File: config.mk
export PLATFORM = sky130hd
export DESIGN_NAME = octal_cmd_shifter
export DESIGN_NICKNAME = d
export VERILOG_FILES = /design/src/rtl/octal_cmd_pkg.sv /design/src/rtl/pin_sync.sv /design/src/rtl/rx_frame.sv /design/src/rtl/tx_frame.sv /design/src/rtl/octal_cmd_shifter.sv
export SDC_FILE = /design/constraint.sdc
export NUM_CORES = 1
export LEC_CHECK = 0
export BUFFER_PORTS_ARGS = -buffer_cell sky130_fd_sc_hd__buf_2
export CELL_PAD_IN_SITES_DETAIL_PLACEMENT = 0
export CELL_PAD_IN_SITES_GLOBAL_PLACEMENT = 1
export CORE_MARGIN = 1.5
export CORE_UTILIZATION = 35
export DETAILED_ROUTE_END_ITERATION = 10
export PLACE_DENSITY_LB_ADDON = 0.1
export RECOVER_POWER = 100
export SLEW_MARGIN = 20
export SYNTH_ARGS = -nofsm -noshare
export SYNTH_HDL_FRONTEND = slang
export SYNTH_SLANG_ARGS = --single-unit
export TNS_END_PERCENT = 100
File: constraint.sdc
create_clock -name clk_i -period 1.8 [get_ports clk_i]
set_clock_uncertainty 0.15 [all_clocks]
set_input_delay 0.36 -clock clk_i [delete_from_list [all_inputs] [get_ports clk_i]]
set_output_delay 0.36 -clock clk_i [all_outputs]
set_load 0.01 [all_outputs]
File: src/rtl/octal_cmd_pkg.sv
package octal_cmd_pkg;
  localparam int unsigned CH_N    = 8;
  localparam int unsigned FRAME_W = 2 * CH_N;
  localparam int unsigned CNT_W   = $clog2(FRAME_W + 2);

  // status word: leading zeros, then channel flags highest channel first
  function automatic logic [FRAME_W-1:0] status_word(input logic [CH_N-1:0] flags);
    return {{(FRAME_W-CH_N){1'b0}}, flags};
  endfunction
endpackage

File: src/rtl/pin_sync.sv
module pin_sync #(
  parameter int unsigned W       = 1,
  parameter int unsigned STAGES  = 2,
  parameter logic [W-1:0] RST_VAL = '0
) (
  input  logic         clk_i,
  input  logic         rst_ni,
  input  logic [W-1:0] d_i,
  output logic [W-1:0] q_o
);
  logic [STAGES-1:0][W-1:0] stg_q;

  for (genvar s = 0; s < STAGES; s++) begin : g_stage
    always_ff @(posedge clk_i or negedge rst_ni) begin
      if (!rst_ni) stg_q[s] <= RST_VAL;
      else if (s == 0) stg_q[s] <= d_i;
      else stg_q[s] <= stg_q[(s == 0) ? 0 : s-1];
    end
  end

  assign q_o = stg_q[STAGES-1];
endmodule

File: src/rtl/rx_frame.sv
module rx_frame
  import octal_cmd_pkg::*;
(
  input  logic               clk_i,
  input  logic               rst_ni,
  input  logic               start_i,
  input  logic               end_i,
  input  logic               shift_i,
  input  logic               sdi_i,
  output logic [FRAME_W-1:0] word_o,
  output logic [CNT_W-1:0]   cnt_o,
  output logic               accept_o
);
  localparam logic [CNT_W-1:0] CNT_FULL = CNT_W'(FRAME_W);
  localparam logic [CNT_W-1:0] CNT_SAT  = CNT_W'(FRAME_W + 1);

  logic [FRAME_W-1:0] sr_q;
  logic [CNT_W-1:0]   cnt_q;

  always_ff @(posedge clk_i or negedge rst_ni) begin
    if (!rst_ni) begin
      sr_q  <= '0;
      cnt_q <= '0;
    end else if (start_i) begin
      cnt_q <= '0;
    end else if (shift_i) begin
      sr_q <= {sr_q[FRAME_W-2:0], sdi_i};
      if (cnt_q != CNT_SAT) cnt_q <= cnt_q + 1'b1;
    end
  end

  assign word_o   = sr_q;
  assign cnt_o    = cnt_q;
  assign accept_o = end_i && (cnt_q == CNT_FULL);
endmodule

File: src/rtl/tx_frame.sv
module tx_frame
  import octal_cmd_pkg::*;
(
  input  logic             clk_i,
  input  logic             rst_ni,
  input  logic             load_i,
  input  logic             shift_i,
  input  logic [CH_N-1:0]  fault_i,
  output logic             sdo_o,
  output logic [CNT_W-1:0] cnt_o
);
  localparam logic [CNT_W-1:0] CNT_SAT = CNT_W'(FRAME_W + 1);

  logic [FRAME_W-1:0] sr_q;
  logic               sdo_q;
  logic [CNT_W-1:0]   cnt_q;

  always_ff @(posedge clk_i or negedge rst_ni) begin
    if (!rst_ni) begin
      sr_q  <= '0;
      sdo_q <= 1'b0;
      cnt_q <= '0;
    end else if (load_i) begin
      sr_q  <= status_word(fault_i);
      sdo_q <= 1'b0;
      cnt_q <= '0;
    end else if (shift_i) begin
      sdo_q <= sr_q[FRAME_W-1];
      sr_q  <= {sr_q[FRAME_W-2:0], 1'b0};
      if (cnt_q != CNT_SAT) cnt_q <= cnt_q + 1'b1;
    end
  end

  assign sdo_o = sdo_q;
  assign cnt_o = cnt_q;
endmodule

File: src/rtl/octal_cmd_shifter.sv
module octal_cmd_shifter
  import octal_cmd_pkg::*;
#(
  parameter int unsigned SYNC_STAGES = 2
) (
  input  logic               clk_i,
  input  logic               rst_ni,
  input  logic               cs_n_i,
  input  logic               sck_i,
  input  logic               sdi_i,
  output logic               sdo_o,
  output logic               sdo_oe_o,
  input  logic [CH_N-1:0]    fault_i,
  output logic [FRAME_W-1:0] cmd_o
);
  // pin vector order: {cs, sck, sdi}; cs idles high
  localparam int unsigned PIN_N = 3;
  localparam logic [PIN_N-1:0] PIN_IDLE = 3'b100;

  logic [PIN_N-1:0] pin_s, pin_prev_q;
  logic cs_s, sck_s, sdi_s;
  logic cs_fall, cs_rise, sck_fall, sck_rise;
  logic [FRAME_W-1:0] rx_word, hold_q;
  logic [CNT_W-1:0] rx_cnt, tx_cnt;
  logic frame_ok, tx_bit;

  pin_sync #(.W(PIN_N), .STAGES(SYNC_STAGES), .RST_VAL(PIN_IDLE)) u_sync (
    .clk_i (clk_i),
    .rst_ni(rst_ni),
    .d_i   ({cs_n_i, sck_i, sdi_i}),
    .q_o   (pin_s)
  );

  assign {cs_s, sck_s, sdi_s} = pin_s;

  always_ff @(posedge clk_i or negedge rst_ni) begin
    if (!rst_ni) pin_prev_q <= PIN_IDLE;
    else pin_prev_q <= pin_s;
  end

  assign cs_fall  = pin_prev_q[2] && !cs_s;
  assign cs_rise  = !pin_prev_q[2] && cs_s;
  assign sck_fall = !cs_s && pin_prev_q[1] && !sck_s;
  assign sck_rise = !cs_s && !pin_prev_q[1] && sck_s;

  rx_frame u_rx (
    .clk_i   (clk_i),
    .rst_ni  (rst_ni),
    .start_i (cs_fall),
    .end_i   (cs_rise),
    .shift_i (sck_fall),
    .sdi_i   (sdi_s),
    .word_o  (rx_word),
    .cnt_o   (rx_cnt),
    .accept_o(frame_ok)
  );

  tx_frame u_tx (
    .clk_i  (clk_i),
    .rst_ni (rst_ni),
    .load_i (cs_fall),
    .shift_i(sck_rise),
    .fault_i(fault_i),
    .sdo_o  (tx_bit),
    .cnt_o  (tx_cnt)
  );

  always_ff @(posedge clk_i or negedge rst_ni) begin
    if (!rst_ni) hold_q <= '0;
    else if (frame_ok) hold_q <= rx_word;
  end

  assign cmd_o    = hold_q;
  assign sdo_oe_o = !cs_s;
  assign sdo_o    = tx_bit && !cs_s;
endmodule

==> impl_metrics.ini, run 1 <==
[outcome]
status = complete, no violations

[timing]
fin_crit_sh = 0.982
fin_tns_setup_ps = 0
max_clock_freq_ghz = 0.566
slew_violations = 0
rsz0062_at_grt = yes
hold_violations = 0
worst_pin_slew_ps = 833
setup_viol = 0
slew-limit-headroom = 0.444
timing.hold.ws_ps = 69.5
period_needed_ps = 1770

[power_and_ir_drop]
p_leak_nw = 1.53
power_density_mw_per_mm2 = 1000
p_int_mw = 2.47
pwr-share-seq = 0.489
ir_drop_mv = 0.330
combinationalPowerShare = 0.067
p_clk_frac = 0.444
p_sw_frac = 0.213
p_sw_mw = 0.668

[global_routing]
overflow = 0
grt_first_pass_wirelength_mm = 8.24
grt_usage = 0.142
grt_pass1_vias = 1778
grt_max_degree = 63
antenna_found_initial = 0

[critical_path]
path_class = register to register
reg2reg_to = u_rx.cnt_o[3]
cp-end-kind = register
worstPathCellList = or3b_4 > buf_4 > or3_1 > a21oi_2
cpPeakStageDelay_ps = 440
r2r_slack_ps = 30
cp_max_fo = 6
r2r_start = u_sync.q_o[2]
worstPathRequired_ps = 1900
crit_buf_inv = 1
crit_arrival_ps = 1870
reg2reg_depth = 4
critPathTopFamily = simple AND/OR/NAND/NOR gates
crit_slowest_cell = or3b_4
worstSetupStartpointType = register

[detailed_routing]
drtIter0Drc = 74
viasPerCell = 4.70
route.vias.total = 1588
drt-pass1-iter-count = 4
final_antenna_net_count = 0
wl_per_cell_um = 13.9
routed_wl_mm = 4.69
drc_errors = 0

[placement]
dpl-instance-area_mm2 = 0.00285
gp_congestion = 0.687
portBuffers = 30
hpwlAfterDp_mm = 3.06
dp.cells = 316

[final_layout]
multiInputGateArea_um2 = 896
syn_to_final_growth_pct = 24.6
instances_no_fill = 338
fillers = 655
drive_above_1_share = 0.219
seq_area_mm2 = 0.00156
diodes = 0
nets = 253
post-route-util = 0.456
final_cell_area_mm2 = 0.00314

[logic_synthesis]
synthesis.area_mm2 = 0.00252
ys_warn_count = 0
synth-seq-area-share = 0.618
syn_inst = 187
ys_seq_elements = 62
yosysUniqueCellTypes = 33
syn_avg_cell_area_um2 = 13.5
syn_nets = 203

[clock_tree]
cts_tree = yes
clock_path_buffers = 2
cts.clk_slew.worst_paths_ps = 70
cts_sinks = 62
cts_root_buf = clkbuf_8
cts_htree_levels = 3
cts_buffers = 9
clock_latency_ps = 320

[hold_path]
min_from = fault_i[0]
hold_path.class = primary input to register
holdPathEnd = u_tx.sr_q[0]
whs_path_depth = 3

[run]
drv_cap = 0

[floorplan]
die_area_mm2 = 0.00771
num_rows = 30
die_width_um = 87.8
pin_count = 31
die-height_um = 87.8
core-area_mm2 = 0.00687
start_util = 0.366
[cell type report]
type,count,area share
Tap cell,96,0.0383
Clock buffer,13,0.0539
Clock inverter,3,0.0208
Timing Repair Buffer,50,0.102
Multi-Input combinational cell,111,0.286
Sequential cell,62,0.496
Inverter,3,0.00359
[cell families (layout without fill, tap and decap cells)]
kind of cell,after synthesis,in the layout,synth area share
DFF,62,62,0.618
and+or+nand+nor,47,47,0.116
muxes,35,35,0.155
AOI/OAI and AO/OA,26,26,0.0646
buffers and inverters,14,69,0.0313
adders and majority gates,3,3,0.0149
[Yosys cell counts]
cell type | instances | area [um2]
o31ai_1 | 1 | 7.51
a21oi_1 | 11 | 55.1
nor2b_1 | 2 | 12.5
a22oi_1 | 3 | 22.5
nand4bb_1 | 1 | 11.3
nor3b_1 | 1 | 7.51
inv_1 | 3 | 11.3
buf_4 | 1 | 7.51
buf_6 | 2 | 22.5
dfrtp_1 | 59 | 1480
o21ai_0 | 1 | 5.00
or3b_1 | 2 | 17.5
nand2_1 | 21 | 78.8
nor2_8 | 1 | 20.0
o211ai_1 | 1 | 7.51
clkbuf_1 | 1 | 3.75
mux2_1 | 32 | 360
nand4b_4 | 1 | 23.8
nor4bb_1 | 1 | 10.0
buf_1 | 1 | 3.75
or3_1 | 4 | 25.0
nor3_4 | 1 | 16.3
o21ai_1 | 5 | 25.0
a221o_1 | 4 | 40.0
buf_2 | 6 | 30.0
nand3b_1 | 2 | 15.0
dfstp_2 | 3 | 78.8
ha_1 | 3 | 37.5
mux2i_1 | 3 | 30.0
and3_1 | 4 | 25.0
nor2_1 | 1 | 3.75
nand3_1 | 4 | 20.0
nand2b_1 | 1 | 6.26
[per-layer routing]
layer  track usage  vias up  part of all wire  wire length, um
met5             0        -                 0                0
met4        0.0779        0             0.022              104
met3        0.0396        8             0.039              181
met2         0.229       30              0.47             2220
met1         0.173      788              0.47             2190
li1              -      762                 -                -
[flip-flops by register name, indices dropped and copies added, names as in the netlist]
register	flops
u_tx.sdo_o	1
pin_prev_q	2
u_rx.word_o	16
u_rx.cnt_o	5
u_sync.stg_q	3
u_tx.sr_q	16
cmd_o	16
u_sync.q_o	3
[worst reg2reg max path: stages (launching register included)]
cell,delay (ps)
dfstp_2,400
or3b_4,440
buf_4,170
or3_1,380
a21oi_2,160
[timing repair]
| action | in CTS | in global routing |
|---|---|---|
| hold buffers | 4 | 0 |
| gates resized for setup | 1 | 2 |
| endpoints found under the hold margin | 62 | 0 |
| buffers inserted | 0 | 2 |
| pin swaps | 0 | 1 |
| setup endpoints to repair | 7 | 6 |
[layout by cell type, fill, tap and decap left out, types with 2 or more instances in the layout]
| cell type | netlist | routed |
|---|---|---|
| nor2b_1 | 2 | 2 |
| nand2_1 | 21 | 21 |
| or3_1 | 4 | 4 |
| mux2_1 | 32 | 32 |
| nand3_1 | 4 | 4 |
| a22oi_1 | 3 | 3 |
| clkbuf_4 | 0 | 2 |
| a221o_1 | 4 | 4 |
| nand3b_1 | 2 | 2 |
| dfstp_2 | 3 | 3 |
| o21ai_1 | 5 | 5 |
| buf_12 | 0 | 3 |
| and3_1 | 4 | 4 |
| clkbuf_2 | 0 | 2 |
| clkbuf_8 | 0 | 12 |
| dlygate4sd3_1 | 0 | 4 |
| mux2i_1 | 3 | 3 |
| bufinv_16 | 0 | 2 |
| a21oi_1 | 11 | 10 |
| buf_2 | 6 | 14 |
| inv_1 | 3 | 3 |
| buf_4 | 1 | 8 |
| clkbuf_1 | 1 | 18 |
| dfrtp_1 | 59 | 59 |
| ha_1 | 3 | 3 |
[power groups by stage]
stage | sequential (mW) | combinational (mW) | clock, mW
finish | 1.54 | 0.210 | 1.39
global route | 1.55 | 0.240 | 1.51
CTS | 1.54 | 0.217 | 1.44
detailed placement | 1.56 | 0.208 | 0
global placement | 1.56 | 0.196 | 0
floorplan | 1.54 | 0.123 | 0
[how the worst max path moves through the flow]
stage                             start       endpoint  slack, ps  cells past startpoint
after floorplan           u_sync.q_o[2]       cmd_o[0]         -2                      5
after global placement    u_sync.q_o[2]  u_rx.cnt_o[0]         40                      4
after detailed placement  u_sync.q_o[2]  u_rx.cnt_o[3]        -20                      4
after CTS                 u_sync.q_o[2]          sdo_o         30                      3
after global routing      u_sync.q_o[2]  u_rx.cnt_o[3]         -9                      4
final                     u_sync.q_o[2]  u_rx.cnt_o[3]         30                      4
[through the flow]
stage / power (mW) / setup slack (ps)
2_1_floorplan: 1.66 / -2.03
3_3_place_gp: 1.76 / 37.5
3_5_place_dp: 1.77 / -20.5
4_1_cts: 3.20 / 34.8
5_1_grt: 3.29 / -8.71
6_report: 3.14 / 33.0
No activity file was read; power rests on OpenSTA's default activity.
==> inputs of run 2 (changes only) <==
Settings changed: ABC_AREA set to 1.
==> impl_metrics.ini, run 2 <==
[outcome]
status = complete, no violations

[final_layout]
final_cell_area_mm2 = 0.00294
diodes = 0
final_common_cell = nand2_1
fillers = 773
drive_above_1_share = 0.158
final_cell_mix = nand2_1, dfrtp_1, o21ai_0
syn_to_final_growth_pct = 12.9
nets = 314

[power_and_ir_drop]
p_leak_nw = 1.40
power_density_mw_per_mm2 = 987
ir_drop_mv = 0.396

[logic_synthesis]
syn_nets = 276
synth.top_cell.area_share = 0.566
syn_inst = 260
yosysTopAreaCell = dfrtp_1
synth_area_leaders = dfrtp_1, nand2_1, o21ai_2
async_flop_share = 1.00
syn_avg_cell_area_um2 = 10.0
synth-seq-area-share = 0.596
synthesis.area_mm2 = 0.00261
ys_seq_elements = 62
synth_common_cells = nand2_1, dfrtp_1, inv_1, nand3_1
synth_top_flop_cell = dfrtp_1
yosysUniqueCellTypes = 23
ys_warn_count = 0
synth_edf_count = 0
yosysMostFrequentCell = nand2_1

[floorplan]
die_area_mm2 = 0.00798
die_width_um = 89.3
start_util = 0.361
num_rows = 31
core-area_mm2 = 0.00721
pin_count = 31
die-height_um = 89.3

[clock_tree]
cts_root_buf = clkbuf_8
clock_latency_ps = 330
cts_tree = yes
cts_htree_levels = 3
post-cts-setup-buffers = 0
cts_buffers = 9
clock_path_buffers = 2
cts_sinks = 62
cts.clk_slew.worst_paths_ps = 70

[placement]
portBuffers = 30
gp_congestion = 0.697
dpl-instance-area_mm2 = 0.00284
hpwlAfterDp_mm = 2.90

[critical_path]
worstPathRequired_ps = 1290
crit_buf_inv = 2
r2r_slack_ps = 210
cp-end-kind = primary output
crit_slowest_cell = dfstp_1
cp.depth = 2
reg2reg_depth = 4
worstPathCellList = inv_2 > clkbuf_1
crit_arrival_ps = 1130
cp_max_fo = 4
critPathTopFamily = flip-flops
worstSetupStartpointType = register
crit_start = u_sync.q_o[2]
cp-endpoint = sdo_oe_o
r2r_start = u_sync.q_o[2]
reg2reg_to = u_rx.word_o[12]
path_class = register to primary output
cpPeakStageDelay_ps = 570

[timing]
fin_tns_setup_ps = 0
hold_violations = 0
fin_crit_sh = 0.913
max_clock_freq_ghz = 0.609
period_needed_ps = 1640
setup_viol = 0
rsz0062_at_grt = no
worst_pin_slew_ps = 854
slew-limit-headroom = 0.431
slew_violations = 0

[global_routing]
grt_usage = 0.133
grt_pass1_vias = 1705
grt_max_degree = 63
overflow = 0
antenna_found_initial = 0
grt_first_pass_wirelength_mm = 7.85

[detailed_routing]
drt-pass1-iter-count = 4
wl_per_cell_um = 11.4
final_antenna_net_count = 0
viasPerCell = 4.38
drc_errors = 0
drtIter0Drc = 77
routed_wl_mm = 4.60
route.vias.total = 1761

[hold_path]
hold_path.class = primary input to register

[run]
drv_cap = 0
## run 2: cell count changes after synthesis, sizes merged, moves of 3 or more
cell   delta
nand2    +69
a22oi     -3
nor2      +5
and3      -4
inv      +24
or3       -4
nand3    +17
a221o     -4
nand4     +3
mux2     -32
mux2i     -3
a21oi    -11
o21ai    +31
## run 2: how the worst min path moves through the flow
stage	end	slack [ps]	cells past startpoint	start
after detailed placement	u_sync.q_o[0]	190	0	u_sync.stg_q[0]
after floorplan	cmd_o[0]	-90	0	rst_ni
after CTS	u_tx.sr_q[0]	50	3	fault_i[0]
final	u_tx.sr_q[0]	70	3	fault_i[0]
after global placement	u_sync.q_o[0]	190	0	u_sync.stg_q[0]
after global routing	u_tx.sr_q[0]	70	3	fault_i[0]
## run 2: report_power, final
part	switching, mW	internal [mW]	total, mW
registers	0.0925	1.49	1.58
clock network	0.510	0.530	1.04
logic	0.175	0.108	0.284
total	0.777	2.13	2.90
## run 2: timing repair
item	in CTS	in global routing
endpoints found under the hold margin	62	0
hold buffers	4	0
resized for setup	0	0
## run 2: layer usage
layer	GRT usage	wire length [um]
met1	0.168	2230
met2	0.204	2120
met3	0.0471	171
met4	0.0587	84
met5	0	0
## run 2: metrics by stage
step | worst slack [ps] | instances | utilization | hold WS (ps) | power [mW]
global placement | 306 | 382 | 0.394 | 185 | 1.91
finish | 157 | 402 | 0.408 | 71.2 | 2.90
global route | 45.0 | 402 | 0.408 | 72.1 | 3.09
detailed placement | 246 | 382 | 0.394 | 187 | 1.91
CTS | 156 | 402 | 0.422 | 51.9 | 2.98
floorplan | 412 | 260 | - | -85.6 | 1.83
## run 2: worst reg2reg max path: cells and delay by family (launching register included)
kind / cells / cell delay, ps
AOI/OAI and AO/OA: 1 / 180
buffers and inverters: 1 / 110
DFF: 1 / 400
and+or+nand+nor: 2 / 600
## run 2: final cells by class
class                           count  area, um2  share of cell area
Sequential cell                    62       1560               0.528
Multi-Input combinational cell    162        800               0.272
Timing Repair Buffer               36        195              0.0663
Clock buffer                       12        145              0.0493
Tap cell                           99        124              0.0421
Inverter                           27        101              0.0344
Clock inverter                      4       22.5             0.00765
## run 2: cells by family after synthesis
kind of cell | Yosys count | synth area share
buf+inv | 36 | 0.0710
flops | 62 | 0.596
compound gates | 37 | 0.0940
xor+xnor | 1 | 0.00336
fa+ha+maj | 3 | 0.0144
simple gates | 121 | 0.221
==> inputs of run 3 (changes only) <==
Clock period 1.8 ns to 1.45 ns, I/O delays scaled along.
==> impl_metrics.ini, run 3 (synthesis results as in run 2) <==
[outcome]
status = complete, but fails checks
violations = setup timing

[critical_path]
cp-end-kind = primary output
crit_arrival_ps = 1100
worstPathRequired_ps = 1010
cpPeakStageDelay_ps = 580
path_class = register to primary output
worstSetupStartpointType = register
worstPathCellList = inv_4 > buf_6
cp_max_fo = 4
crit_slowest_cell = dfstp_2

[floorplan]
num_rows = 31
die-height_um = 89.3
die_area_mm2 = 0.00798
core-area_mm2 = 0.00721
pin_count = 31
die_width_um = 89.3
start_util = 0.361

[timing]
timing.hold.ws_ps = 16.5
slew-limit-headroom = 0.616
max_clock_freq_ghz = 0.648
worst_pin_slew_ps = 576
rsz0062_at_grt = yes
hold_violations = 0
fin_crit_sh = 1.06
slew_violations = 0
setup_viol = 14
fin_ws_ps = -92.6
fin_tns_setup_ps = -527
period_needed_ps = 1540

[final_layout]
nets = 333
multiInputGateArea_um2 = 972
syn_to_final_growth_pct = 29.1
final_common_cell = nand2_1
drive_above_1_share = 0.314
seq_area_mm2 = 0.00156
final_cell_mix = nand2_1, dfrtp_1, inv_1
final_cell_area_mm2 = 0.00337
instances_no_fill = 421
diodes = 0
post-route-util = 0.467
fillers = 732

[hold_path]
hold_path.class = primary input to register

[detailed_routing]
final_antenna_net_count = 0
routed_wl_mm = 5.20
wl_per_cell_um = 12.4
viasPerCell = 4.52
drc_errors = 0
drtIter0Drc = 73
drt-pass1-iter-count = 4
route.vias.total = 1903

[clock_tree]
cts_tree = yes
clock_path_buffers = 2
clock_latency_ps = 340
cts_htree_levels = 3
cts_sinks = 62
cts_buffers = 9
cts.clk_slew.worst_paths_ps = 70
cts_root_buf = clkbuf_8

[global_routing]
grt_max_degree = 63
antenna_found_initial = 0
overflow = 0
grt_usage = 0.140
grt_pass1_vias = 1804
grt_first_pass_wirelength_mm = 8.31

[placement]
gp_congestion = 0.691
dp.cells = 391
portBuffers = 30
hpwlAfterDp_mm = 2.99
dpl-instance-area_mm2 = 0.00291
dpl_worst_slack_ps = -72.6

[power_and_ir_drop]
power_density_mw_per_mm2 = 1230
ir_drop_mv = 0.468
p_leak_nw = 1.56
power_mw = 4.13

[run]
drv_cap = 0
-- run 3: final timing paths --
kind                                 startpoint             to  slack, ps  cells past startpoint
worst max register to register    u_sync.q_o[2]  u_rx.cnt_o[3]        -60                      7
worst min-delay path                 fault_i[2]   u_tx.sr_q[2]         20                      3
worst max-delay path              u_sync.q_o[2]       sdo_oe_o        -90                      2
worst min register to register  u_sync.stg_q[0]  u_sync.q_o[0]        200                      0
min in group asynchronous                rst_ni       cmd_o[8]        470                      3
max in group asynchronous                rst_ni  pin_prev_q[1]        280                      3
-- run 3: timing repair --
item	CTS	global route
pin swaps	2	5
resized for setup	8	29
setup buffers	1	6
endpoints found under the setup margin	34	56
endpoints found under the hold margin	63	0
hold buffers	5	0
cloned	1	2
-- run 3: final cells by class --
cell class | count | area share
clock buffers | 12 | 0.0431
flip-flops and latches | 62 | 0.463
clock inverters | 4 | 0.0208
multi-input cells | 164 | 0.289
repair buffers | 52 | 0.107
inverters | 27 | 0.0360
repair inverters | 1 | 0.00483
well taps | 99 | 0.0368
-- run 3: routing by layer --
layer,GRT usage,routed length (um),part of all wire,up-vias
met3,0.0425,228,0.044,8
met2,0.221,2520,0.48,35
li1,-,-,-,936
met5,0,0,0,-
met4,0.0685,85,0.016,0
met1,0.175,2370,0.46,924
-- run 3: report_power, final --
| part | internal [mW] | switching, mW | leakage, nW |
|---|---|---|---|
| Clock | 1.01 | 0.671 | 0.110 |
| Combinational | 0.212 | 0.302 | 0.625 |
| Sequential | 1.85 | 0.0840 | 0.825 |
-- run 3: worst max-delay path, delay by kind of cell, from the launching register on --
family                 cells  cell delay (ps)
buffers and inverters      2              180
flip-flops                 1              580
